## src/rtl/fsg_pkg.sv

```systemverilog
package fsg_pkg;

    localparam int PIN_N         = 16;
    localparam int SLOT_W        = 20;
    localparam int REG_W         = 16;
    localparam int SETTLE_FRAMES = 3;
    localparam int PWR_PD_BIT    = 8;
    localparam int PWR_RDY_BIT   = 0;

    typedef enum logic [1:0] {
        RA_DIR  = 2'd0,
        RA_PWR  = 2'd1,
        RA_IRQ  = 2'd2,
        RA_NONE = 2'd3
    } reg_addr_e;

    typedef struct packed {
        logic pd;
        logic ready;
    } pwr_state_t;

    function automatic logic [REG_W-1:0] pwr_word(pwr_state_t s);
        logic [REG_W-1:0] w;
        w              = '0;
        w[PWR_PD_BIT]  = s.pd;
        w[PWR_RDY_BIT] = s.ready;
        return w;
    endfunction

endpackage

```

## src/rtl/fsg_sync.sv

```systemverilog
module fsg_sync #(
    parameter int W = 16
) (
    input  logic         clk,
    input  logic         rst,
    input  logic [W-1:0] d,
    output logic [W-1:0] q
);
    for (genvar i = 0; i < W; i++) begin : g_bit
        logic s1, s2;
        always_ff @(posedge clk) begin
            if (rst) begin
                s1 <= 1'b0;
                s2 <= 1'b0;
            end else begin
                s1 <= d[i];
                s2 <= s1;
            end
        end
        assign q[i] = s2;
    end
endmodule

```

## src/rtl/fsg_power.sv

```systemverilog
module fsg_power
    import fsg_pkg::*;
#(
    parameter int SETTLE = SETTLE_FRAMES
) (
    input  logic       clk,
    input  logic       rst,
    input  logic       frame_stb,
    input  logic       wr_en,
    input  logic       wr_pd,
    output pwr_state_t state
);
    localparam int CW = $clog2(SETTLE + 1);

    logic          pd_q, rdy_q;
    logic [CW-1:0] cnt_q;

    always_ff @(posedge clk) begin
        if (rst) begin
            pd_q  <= 1'b1;
            rdy_q <= 1'b0;
            cnt_q <= '0;
        end else begin
            if (wr_en) pd_q <= wr_pd;
            if (pd_q) begin
                rdy_q <= 1'b0;
                cnt_q <= '0;
            end else if (frame_stb && !rdy_q) begin
                if (cnt_q == CW'(SETTLE - 1)) rdy_q <= 1'b1;
                else                          cnt_q <= cnt_q + 1'b1;
            end
        end
    end

    assign state.pd    = pd_q;
    assign state.ready = rdy_q;
endmodule

```

## src/rtl/fsg_change_irq.sv

```systemverilog
module fsg_change_irq #(
    parameter int W = 16
) (
    input  logic         clk,
    input  logic         rst,
    input  logic [W-1:0] lvl,
    input  logic [W-1:0] watch,
    input  logic         enable,
    input  logic         clr,
    output logic         flag
);
    logic [W-1:0] prev_q;
    logic         hit;

    assign hit = enable && (|((lvl ^ prev_q) & watch));

    always_ff @(posedge clk) begin
        if (rst) begin
            prev_q <= '0;
            flag   <= 1'b0;
        end else begin
            prev_q <= lvl;
            flag   <= hit | (flag & ~clr);
        end
    end
endmodule

```

## src/rtl/fslot_gpio_ctrl.sv

```systemverilog
module fslot_gpio_ctrl
    import fsg_pkg::*;
#(
    parameter int NPIN      = PIN_N,
    parameter int SLOT_BITS = SLOT_W,
    parameter int SETTLE    = SETTLE_FRAMES
) (
    input  logic                 clk,
    input  logic                 rst,
    input  logic                 frame_stb,
    input  logic [SLOT_BITS-1:0] rx_slot,
    output logic [SLOT_BITS-1:0] tx_slot,
    input  logic                 reg_we,
    input  logic [1:0]           reg_addr,
    input  logic [REG_W-1:0]     reg_wdata,
    output logic [REG_W-1:0]     reg_rdata,
    input  logic [NPIN-1:0]      pad_in,
    output logic [NPIN-1:0]      pad_out,
    output logic [NPIN-1:0]      pad_oe,
    output logic                 irq
);
    localparam int LO = SLOT_BITS - NPIN;

    reg_addr_e             addr;
    logic [NPIN-1:0]       dir_q, out_q, pin_sync, rx_field;
    logic [SLOT_BITS-1:0]  tx_q;
    pwr_state_t            pwr;
    logic                  pwr_ready;
    logic                  wr_dir, wr_pwr, wr_irq;
    logic                  unused_slot_low;

    assign addr            = reg_addr_e'(reg_addr);
    assign wr_dir          = reg_we && (addr == RA_DIR);
    assign wr_pwr          = reg_we && (addr == RA_PWR);
    assign wr_irq          = reg_we && (addr == RA_IRQ);
    assign rx_field        = rx_slot[SLOT_BITS-1:LO];
    assign unused_slot_low = ^rx_slot[LO-1:0];
    assign pwr_ready       = pwr.ready;

    fsg_sync #(.W(NPIN)) u_sync (
        .clk (clk),
        .rst (rst),
        .d   (pad_in),
        .q   (pin_sync)
    );

    fsg_power #(.SETTLE(SETTLE)) u_power (
        .clk       (clk),
        .rst       (rst),
        .frame_stb (frame_stb),
        .wr_en     (wr_pwr),
        .wr_pd     (reg_wdata[PWR_PD_BIT]),
        .state     (pwr)
    );

    fsg_change_irq #(.W(NPIN)) u_irq (
        .clk    (clk),
        .rst    (rst),
        .lvl    (pin_sync),
        .watch  (~dir_q),
        .enable (pwr_ready),
        .clr    (wr_irq && reg_wdata[0]),
        .flag   (irq)
    );

    always_ff @(posedge clk) begin
        if (rst) begin
            dir_q <= '0;
            out_q <= '0;
            tx_q  <= '0;
        end else begin
            if (wr_dir) dir_q <= reg_wdata[NPIN-1:0];
            if (frame_stb) begin
                out_q <= (out_q & ~dir_q) | (rx_field & dir_q);
                tx_q  <= pwr_ready ? {pin_sync & ~dir_q, {LO{1'b0}}} : '0;
            end
        end
    end

    assign tx_slot = tx_q;
    assign pad_oe  = pwr_ready ? dir_q : '0;
    assign pad_out = out_q & pad_oe;

    always_comb begin
        unique case (addr)
            RA_DIR:  reg_rdata = REG_W'(dir_q);
            RA_PWR:  reg_rdata = pwr_word(pwr);
            RA_IRQ:  reg_rdata = REG_W'(irq);
            default: reg_rdata = '0;
        endcase
    end
endmodule

```

## config.mk

```make
export PLATFORM = sky130hd
export DESIGN_NAME = fslot_gpio_ctrl
export DESIGN_NICKNAME = d
export VERILOG_FILES = /design/src/rtl/fsg_pkg.sv /design/src/rtl/fsg_sync.sv /design/src/rtl/fsg_power.sv /design/src/rtl/fsg_change_irq.sv /design/src/rtl/fslot_gpio_ctrl.sv
export SDC_FILE = /design/constraint.sdc
export NUM_CORES = 1
export LEC_CHECK = 0
export BUFFER_PORTS_ARGS = -buffer_cell sky130_fd_sc_hd__buf_2
export CAP_MARGIN = 20
export CORE_ASPECT_RATIO = 1.75
export CORE_MARGIN = 2
export CORE_UTILIZATION = 33
export DETAILED_ROUTE_END_ITERATION = 10
export HOLD_SLACK_MARGIN = 0.06
export PLACE_DENSITY = 0.53
export SLEW_MARGIN = 25
export SYNTH_ARGS = -nofsm -noshare
export SYNTH_HDL_FRONTEND = slang
export SYNTH_SLANG_ARGS = --single-unit
```

## constraint.sdc

```tcl
create_clock -name clk -period 3.63 [get_ports clk]
set_input_delay 0.1815 -clock clk [delete_from_list [all_inputs] [get_ports clk]]
set_output_delay 0.1815 -clock clk [all_outputs]
set_load 0.03 [all_outputs]
```

* Word-level counts from Yosys, hierarchy flattened
Index checks and enable logic that the tools add are counted.
** Cells by class
- Equal/unequal tests :: 3
- Bitwise gates (word level) :: 12
- Reduce and logical (&&, ||, !) cells :: 12
- Mux-type cells :: 3
- Add/subtract/negate cells :: 1
** Operators by type and width (count)
- $and A16 B16 Y16 :: 5
- $pmux W16 S3 :: 1
- $mux W20 :: 1
- $mux W16 :: 1
- $not A16 Y16 :: 1
- $or A16 B16 Y16 :: 1
- $reduce_or A16 Y1 :: 1
- $xor A16 B16 Y16 :: 1
- $logic_and A1 B1 Y1 :: 6
- $eq A2 B2 Y1 const B :: 2
- $reduce_and A2 Y1 :: 2
- $add A2 B1 Y2 const B :: 1
- $eq A2 B1 Y1 const B :: 1
- $logic_not A2 Y1 :: 1
- $not A1 Y1 :: 2
- $reduce_or A2 Y1 :: 1
- $and A1 B1 Y1 :: 1
- $logic_not A1 Y1 :: 1
- $or A1 B1 Y1 :: 1
** Storage, ports and cells
- Flip-flop bits (word level) :: 105
- Bits of input ports :: 58
- Word-level logic and storage cells :: 71
- Output and inout bits :: 69

* Logic depth before layout (Yosys ltp)
Gate-level depths: netlist of the first run.
- Word-level depth :: 6
- Mapped depth :: 6
- Depth with buffers taken out :: 5

* Hierarchy
A second synthesis of the first run with hierarchy kept.
** Second synthesis, totals
- Cell total of the unflattened synthesis :: 457
- Area, all modules :: 4419.2 um^2
** Modules (own cells, without submodules)
- fslot_gpio_ctrl :: cells an instance 292, seq. area each 960.9 um^2, area an instance 2552.4 um^2, times used 1
- fsg_sync :: cells an instance 83, seq. area each 640.6 um^2, area an instance 983.4 um^2, times used 1
- fsg_change_irq :: cells an instance 63, seq. area each 340.3 um^2, area an instance 680.7 um^2, times used 1
- fsg_power :: cells an instance 19, seq. area each 80.1 um^2, area an instance 202.7 um^2, times used 1

* Worst setup path before layout of the first run
No wires, ideal clock.
- Path kind :: flip-flop to output port
- From :: reg u_irq.flag
- To :: out reg_rdata[0]
- Required time :: 3.448 ns
- Buffers on the path :: 0
- Path slack :: 2.144 ns
- Cell stages (with the launch flop) :: 3
- Arrival time :: 1.304 ns
- Path through :: dfxtp_1 > mux2i_1 > o21ai_0
** Between the ends
- Cells in the longest elaborated chain, start to end :: 1
** RTL lines
- from (decl) :: RTL line fsg_change_irq.sv:10 : output logic flag
- from (signal assigned) :: RTL line fsg_change_irq.sv:23 : flag <= hit | (flag & ~clr);
- $pmux W16 S3 :: RTL line fslot_gpio_ctrl.sv:85 : unique case (addr)
- to (decl) :: RTL line fslot_gpio_ctrl.sv:16 : output logic [REG_W-1:0] reg_rdata,
No other way between the ends.

* Final worst setup path of the first run
- From :: reg u_power.rdy_q
- To :: out pad_out[0]
** Between the ends
- Cells in the longest elaborated chain, start to end :: 2
** RTL lines
- from (decl) :: RTL line fsg_power.sv:15 : logic pd_q, rdy_q;
- from (signal assigned) :: RTL line fsg_power.sv:21 : rdy_q <= 1'b0;
- from (signal assigned) :: RTL line fsg_power.sv:26 : rdy_q <= 1'b0;
- from (signal assigned) :: RTL line fsg_power.sv:29 : if (cnt_q == CW'(SETTLE - 1)) rdy_q <= 1'b1;
- $mux W16 :: RTL line fslot_gpio_ctrl.sv:81 : assign pad_oe = pwr_ready ? dir_q : '0;
- $and A16 B16 Y16 :: RTL line fslot_gpio_ctrl.sv:82 : assign pad_out = out_q & pad_oe;
- to (decl) :: RTL line fslot_gpio_ctrl.sv:18 : output logic [NPIN-1:0] pad_out,
No other way between the ends.

==> results of run 1 <==
## final cells by class
cell class              count  area [sq um]
clock inverters             4         72.57
repair buffers            136         772.0
flip-flops and latches    101          2022
well taps                 137         171.4
fillers                  1188          6789
inverters                   1         3.754
diodes                      1         2.502
multi-input cells         310          1794
clock buffers              11         242.7
## layout by cell type, fill, tap and decap left out, types with 2 or more instances in the layout
cell | Yosys | layout
sky130_fd_sc_hd__buf_2 | 6 | 117
sky130_fd_sc_hd__dfxtp_1 | 101 | 101
sky130_fd_sc_hd__nand2_1 | 66 | 66
sky130_fd_sc_hd__nor2b_1 | 48 | 48
sky130_fd_sc_hd__a21oi_1 | 48 | 48
sky130_fd_sc_hd__and2_1 | 32 | 32
sky130_fd_sc_hd__xnor2_1 | 17 | 17
sky130_fd_sc_hd__and3_1 | 16 | 16
sky130_fd_sc_hd__nand2b_1 | 16 | 16
sky130_fd_sc_hd__nand3_1 | 16 | 16
sky130_fd_sc_hd__dlygate4sd3_1 | 0 | 16
sky130_fd_sc_hd__nand4b_1 | 11 | 11
sky130_fd_sc_hd__clkbuf_16 | 0 | 9
sky130_fd_sc_hd__o22ai_1 | 7 | 7
sky130_fd_sc_hd__nor2_1 | 6 | 6
sky130_fd_sc_hd__nand3b_1 | 6 | 6
sky130_fd_sc_hd__conb_1 | 1 | 4
sky130_fd_sc_hd__mux2i_1 | 2 | 2
sky130_fd_sc_hd__nor3_1 | 2 | 2
sky130_fd_sc_hd__nor4_1 | 2 | 2
sky130_fd_sc_hd__bufinv_16 | 0 | 2
sky130_fd_sc_hd__buf_4 | 7 | 2
## routing by layer
metal,part of all wire,up-vias
met3,0.040,16
li1,-,1680
met5,0,-
met4,0.026,0
met2,0.54,92
met1,0.39,1557
## where the power goes
group | switching [W] | internal [W]
Sequential | 0.0000275 | 0.00114
Combinational | 0.0000789 | 0.0000745
Clock | 0.000392 | 0.000618
## worst paths after layout
kind	startpoint	end	slack (ns)	cells past startpoint
worst min-delay path	reg_wdata[9]	dir_q[9]	0.08	3
worst min register to register	u_sync.g_bit[2].s1	u_sync.g_bit[2].s2	0.43	1
worst max register to register	u_power.rdy_q	u_power.cnt_q[1]	1.86	3
worst max-delay path	u_power.rdy_q	pad_out[0]	1.48	3
## cell families (layout without fill, tap and decap cells)
family / after synthesis / after routing / share of synthesized area
buf+inv: 33 / 152 / 0.04341
fa+ha+maj: 1 / 1 / 0.003145
other cells: 1 / 5 / 0.0009428
flops: 101 / 101 / 0.5083
compound gates: 61 / 61 / 0.08525
mux: 2 / 2 / 0.005033
xor+xnor: 17 / 17 / 0.03743
simple gates: 225 / 225 / 0.3165
## per-stage QoR
step	area (sq um)	utilization	total power [W]	hold WS, ns	setup WS [ns]
finish	5081	0.4281	0.002329	0.08059	1.485
global route	5081	0.4281	0.002430	0.06497	1.372
CTS	5075	0.4275	0.002364	0.06579	1.468
detailed placement	4599	0.3875	0.001333	0.3947	1.845
global placement	4599	0.3875	0.001330	0.3896	1.859
floorplan	3989	-	0.001279	0.3097	2.144
## worst min-delay path: cells and delay by family
kind | cells | cell delay (ns)
AOI/OAI and AO/OA | 1 | 0.05
and+or+nand+nor | 1 | 0.04
buffers and inverters | 1 | 0.10
==> results by stage, run 1 <==
Outcome:
- The flow ran to the end, and the final reports show no timing, DRC or antenna violations.

Logic synthesis:
- The commonest cells after synthesis are sky130_fd_sc_hd__dfxtp_1, sky130_fd_sc_hd__nand2_1, sky130_fd_sc_hd__a21oi_1, sky130_fd_sc_hd__nor2b_1, sky130_fd_sc_hd__and2_1.
- The share of synthesized area in the top cell type comes to 0.5083.
- The leading register cell type out of synthesis is sky130_fd_sc_hd__dfxtp_1.
- For this run, the register share of the synthesized area comes to 0.5083.
- The synthesized area per cell is between 9 and 10 sq um.
- Of all flip-flops after synthesis, the portion carrying an async set or reset was 0.
- The count of unique library cells instantiated by Yosys is 33.
- Yosys printed 0 warnings.
- In this run the cell area of the synthesized design comes to about 4000 sq um.
- The largest area contributor in the synthesized netlist is sky130_fd_sc_hd__dfxtp_1.
- In this run, synthesis produced a sequential element count of 101.
- The post-synthesis instance total is 441.
- By instance count, the leading cell after synthesis is sky130_fd_sc_hd__dfxtp_1.
- Yosys attributes the largest share of cell area to sky130_fd_sc_hd__dfxtp_1, sky130_fd_sc_hd__nor2b_1, sky130_fd_sc_hd__nand2_1.
- The count of flip-flops with a built-in enable after synthesis is 0.

Die:
- The initialized floorplan defines 53 standard-cell rows.
- The number of placed I/O pins is 127.
- The total core area is 11,870 sq um.
- The vertical extent of the die is roughly 150 um.
- The floorplan die area is between 10,000 and 15,000 sq um.
- The initial utilization of the core area, before any placement, comes to 0.3351.
- From left edge to right edge, the die measures 86.99 um.

Drt:
- The total DRC errors in the routed layout is 0.
- The final routed wire length divided by cell count is 14.33 um.
- The count of nets left with antenna violations after detail routing is 0.
- Using the TritonRoute via totals, the vias-per-cell ratio works out to ~4.8.
- After the first detailed-routing iteration, the DRC count stood at 182.
- The total wire length is 10,050 um.
- The total number of vias is 3,345.
- The total iterations of the first detailed-routing run is 4.

Timing:
- The measured slew at the worst slew-check pin is 0.8078 ns.
- The maximum clock frequency is 466.2 MHz.
- The routed design could run at a clock period as short as between 2 and 2.5 ns.
- Measured against its own limit, the worst slew margin works out to 0.4607.
- Setup repair after global routing left no endpoint under its margin.
- The total of endpoints with negative setup slack in the final report is 0.
- The final max-slew violation count came to 0.
- Adding up every negative setup slack in the final design gives 0 ns.
- Between clock sinks in the finished design, the worst skew comes to between 0.007 and 0.008 ns.
- The final count of hold timing violations was 0.
- In the finished design, the share of the clock period the worst path needs comes to 0.5909.

GRT:
- The global-route total usage across every layer is 0.1546.
- For this run, global-route usage on met3 was measured as 0.02269.
- The number of global-route vias before repair was 3,048.
- The first global-routing pass estimated approximately 16,000 um of wire.
- For this run, global-route usage on met2 was measured as 0.2805.
- The remaining global-route overflow is 0.
- The global-route met1 utilization is 0.1733.
- The maximum number of pins on one net before global-route repair is a little over 100.
- The number of antenna violations at the first check in global routing is 1.
- The global routing stage identified its most utilized layer as met2.

Critical path:
- For the worst setup path, the data required time is 3.45 ns.
- Walking the worst path, the cells encountered are buf_4 -> and3_1 -> buf_2.
- The number of buffers and inverters on the critical path is 2.
- The data arrival time of the worst path is 1.96 ns.
- Among all stages on the critical path, the largest delay is contributed by sky130_fd_sc_hd__dfxtp_1.
- The critical path's top delay family is flip-flops.
- The worst setup path is launched from a flip-flop.
- Along the worst path, the maximum fanout reaches 29.
- The biggest cell delay along the critical path is 0.85 ns.
- The worst setup path is of the reg -> out kind.
- The type of element capturing the critical path is an output port.

Clock network:
- The post-CTS repair timing setup buffer count is 0.
- After clock tree synthesis, the flow added hold-fix buffers numbering 16.
- The maximum level of the CTS H-tree is 3.
- TritonCTS created 9 clock buffers.
- TritonCTS built the clock tree.
- The CTS clock-pin slew for the worst setup and hold paths is roughly 0.070 ns.
- After clock tree synthesis, the repair step resized 0 gates.
- Clock latency on the worst-skew pair, taken at its later pin, is ~0.34 ns.
- The cell at the root of the clock tree is sky130_fd_sc_hd__clkbuf_16.
- Counting every sink on the clock net gives 101.
- The longest clock path from root to sink contains 2 buffers.

Place:
- Buffers placed on the I/O ports in this run total 118.
- The placer's final routability congestion estimate is just under 0.8.
- The placed instance count is 669.
- The detailed-placement wirelength estimate is 6946 um.

Run:
- The max capacitance violation total is 0.

Layout:
- After the last flow step, the layout net total stands at around 620.
- The area growth from synthesis to layout is 27.74%.
- The non-filler instance count after layout is 701.
- Of the cells placed in the final design, the portion with a size suffix greater than 1 is 0.2451.

Pwr:
- The power per standard cell area is 458.4 nW/um^2.
- Summed over all cells, the static leakage comes to ~2.1 nW.
- The worst-case vdd ir drop is 0.2668 mV.

Hold path:
- The path class of the lowest-slack min-delay path is in -> reg.
Power figures use the tool's default switching activity.
==> run 2, diff against run 1 <==
--- a/config.mk
+++ b/config.mk
@@ -5,6 +5,7 @@
 export SDC_FILE = /design/constraint.sdc
 export NUM_CORES = 1
 export LEC_CHECK = 0
+export ABC_AREA = 1
 export BUFFER_PORTS_ARGS = -buffer_cell sky130_fd_sc_hd__buf_2
 export CAP_MARGIN = 20
 export CORE_ASPECT_RATIO = 1.75
@@ -12,7 +13,7 @@
 export CORE_UTILIZATION = 33
 export DETAILED_ROUTE_END_ITERATION = 10
 export HOLD_SLACK_MARGIN = 0.06
-export PLACE_DENSITY = 0.53
+export PLACE_DENSITY = 0.55
 export SLEW_MARGIN = 25
 export SYNTH_ARGS = -nofsm -noshare
 export SYNTH_HDL_FRONTEND = slang
==> constraint.sdc (replaced) <==
create_clock -name clk -period 1.75 [get_ports clk]
set_input_delay 0.0875 -clock clk [delete_from_list [all_inputs] [get_ports clk]]
set_output_delay 0.0875 -clock clk [all_outputs]
set_load 0.03 [all_outputs]
==> results by stage, run 2 <==
Critical path:
- The startpoint-to-endpoint class of the critical path is reg -> out.
- The data arrival time of the worst path is 1.39 ns.
- The worst setup path is launched from a flip-flop.
- The highest net fanout along the worst path is 10.
- The worst setup path is captured at an output port.
- The required time of the worst setup path is 1.66 ns.

Logic synthesis:
- After technology mapping, the gate count stands at 565.
- The mapped netlist covers between 4000 and 5000 sq um.
- The number of warnings printed during yosys synthesis is 0.
- The commonest cells after synthesis are sky130_fd_sc_hd__inv_1, sky130_fd_sc_hd__nor2_1, sky130_fd_sc_hd__dfxtp_1.
- The leading cell type by number of instances after synthesis is sky130_fd_sc_hd__inv_1.
- Of the post-synthesis cell area, the dominant cell type holds 0.5045.
- The sequential fraction of the synthesis area is 0.5045.
- The synthesized area per cell is between 7 and 8 sq um.
- After synthesis the netlist holds a flip-flop and latch count of a little over 100.
- The synthesized design contains 0 enable-type register cells.
- The largest area contributor in the synthesized netlist is sky130_fd_sc_hd__dfxtp_1.
- The async set-or-reset flop fraction in the synthesized netlist is 0.
- The synthesized netlist contains 24 unique library cells.
- After synthesis, the cell types taking the most area are sky130_fd_sc_hd__dfxtp_1, sky130_fd_sc_hd__inv_1, sky130_fd_sc_hd__nor2_1.
- The leading register cell type out of synthesis is sky130_fd_sc_hd__dfxtp_1.

Place:
- The number of port buffers is 118.
- At the end of routability-driven placement, the weighted congestion stood at 0.7885.
- The detailed-placement wirelength estimate is roughly 7100 um.

Die:
- The vertical extent of the die is 149.8 um.
- The placement row count is 53.
- The core region is 11,940 sq um.
- The number of placed I/O pins is ~130.
- The chip width is 87.31 um.
- The die covers 13,080 sq um.
- For this configuration, the core starts out at a cell density of 0.3357.

Clock network:
- Buffers inserted to repair hold after CTS numbered 47.
- The clock tree from TritonCTS is built.
- For the worst-skew pair, the clock arrives at the later sink with an insertion delay of 0.34 ns.
- The cell sitting at the root of the clock tree is a sky130_fd_sc_hd__clkbuf_16.
- The post-CTS repair timing setup buffer count is 0.
- The clock tree synthesis step divided the H-tree into 3 levels.
- The number of buffers inserted during clock tree synthesis is 9.
- The CTS clock-pin slew for the worst setup and hold paths is 0.06 ns.
- Clock tree synthesis found a total of 101 sinks.
- The number of resized instances in the post-cts repair step is 0.
- The maximum root-to-sink buffer count is 2.

Timing:
- The final count of hold timing violations is 0.
- The total of endpoints with negative setup slack in the final report is 0.
- In the finished design, the share of the clock period the worst path needs comes to 0.8459.
- Setup repair after global routing left no endpoint under its margin.
- The worst hold slack after final layout is 0.07844 ns.
- The final max-slew violation count was 0.
- The clock skew after layout is 0.007928 ns.
- The final sum of negative setup slack is 0 ns.
- The maximum clock frequency is 675.6 MHz.
- The final critical-path required period is 1.480 ns.

Layout:
- The share of cells above drive strength 1 is 0.1986.
- The final layout net count is 784.
- The leading cell type in the layout, fill and taps excluded is sky130_fd_sc_hd__buf_2.
- Fill cells in the final layout number 1,245.
- The final cell utilization of the core is 0.4596.
- 0 antenna diodes ended up in the layout.
- From synthesis to final layout, the design area changed by 36.90%.
- In the layout the commonest cells are sky130_fd_sc_hd__buf_2, sky130_fd_sc_hd__inv_1, sky130_fd_sc_hd__nor2_1.

Pwr:
- The power per standard cell area is 926.4 nW/um^2.
- Summed over all cells, the static leakage comes to ~2.7 nW.
- The worst-case vdd ir drop is 0.5456 mV.
- Overall power consumption after layout is estimated at 0.005083 W.

Outcome:
- The run finished with clean final reports.

Drt:
- For this run, design rule violations remaining after detail routing come to 0.
- The count of routing violations after the opening detailed-route iteration is ~120.
- The routed design has roughly 10000 um of wire.
- The total number of vias is 3,778.
- Before antenna repair, the detailed router went through 4 iterations.
- The count of nets left with antenna violations after detail routing is 0.
- The final routed wire length divided by cell count is 11.48 um.
- In the routed layout, each cell is associated on average with a via count of 4.358.

Hold path:
- The path class of the lowest-slack min-delay path is in -> reg.

GRT:
- The number of global-route vias before repair is 3,560.
- The maximum number of pins on one net before global-route repair is 56.
- The number of antenna violations at the first check in global routing was 0.
- The global-route total usage across every layer is 0.1522.
- The remaining global-route overflow is 0.
- The first global-routing pass estimated 15,610 um of wire.

Run:
- The tool flagged a number of max-cap violations equal to 0.
run 2: final timing paths:
check                            from                  end  slack, ns  depth (start not counted)
setup / recovery        u_power.rdy_q          pad_out[10]       0.27                          4
hold reg to reg   u_sync.g_bit[10].s1  u_sync.g_bit[10].s2       0.40                          2
hold / removal            rx_slot[14]            flip-flop       0.08                          3
setup reg to reg            dir_q[13]           u_irq.flag       0.54                          9
run 2: critical path, stage by stage (launching register included):
cell and delay [ns]:
sky130_fd_sc_hd__dfxtp_1 0.37, sky130_fd_sc_hd__buf_4 0.20, sky130_fd_sc_hd__nand2_1 0.09, sky130_fd_sc_hd__nor2_1 0.16, sky130_fd_sc_hd__buf_2 0.23
run 2: area by class of cell:
class,count,area (sq um),share of cell area
tap,137,171.4,0.03124
clock inverter,5,88.84,0.01619
multi-input combinational,322,1384,0.2522
clock buffer,11,252.7,0.04607
inverter,121,456.7,0.08324
timing repair buffer,170,1111,0.2025
sequential,101,2022,0.3685
run 2: stage by stage:
step	area (sq um)	setup slack, ns	cells
after floorplan	4019	0.5793	568
after global placement	4674	0.5267	804
after detailed placement	4674	0.5308	804
after CTS	5487	0.2475	867
after global routing	5487	0.2076	867
final	5487	0.2697	867
run 2: routing by layer:
| metal | vias up | track usage | wire length (um) |
|---|---|---|---|
| met5 | - | 0 | 0 |
| met4 | 0 | 0.07923 | 279 |
| met3 | 22 | 0.02923 | 380 |
| met2 | 87 | 0.2693 | 5150 |
| met1 | 1670 | 0.1678 | 4141 |
| li1 | 1999 | - | - |
run 2: power by group:
| group | total, W | internal (W) | switching [W] |
|---|---|---|---|
| sequential | 0.00242 | 0.00238 | 0.0000400 |
| clock | 0.00222 | 0.00135 | 0.000874 |
| combinational | 0.000443 | 0.000197 | 0.000246 |
| total | 0.00508 | 0.00392 | 0.00116 |
run 2: cell families (layout without fill, tap and decap cells):
group,Yosys count,count (layout),share of synthesized area
flops,101,101,0.5045
compound gates,86,86,0.1093
other cells,1,4,0.0009357
fa+ha+maj,1,1,0.003122
simple gates,230,230,0.2270
buf+inv,145,307,0.1530
xor+xnor,1,1,0.002186
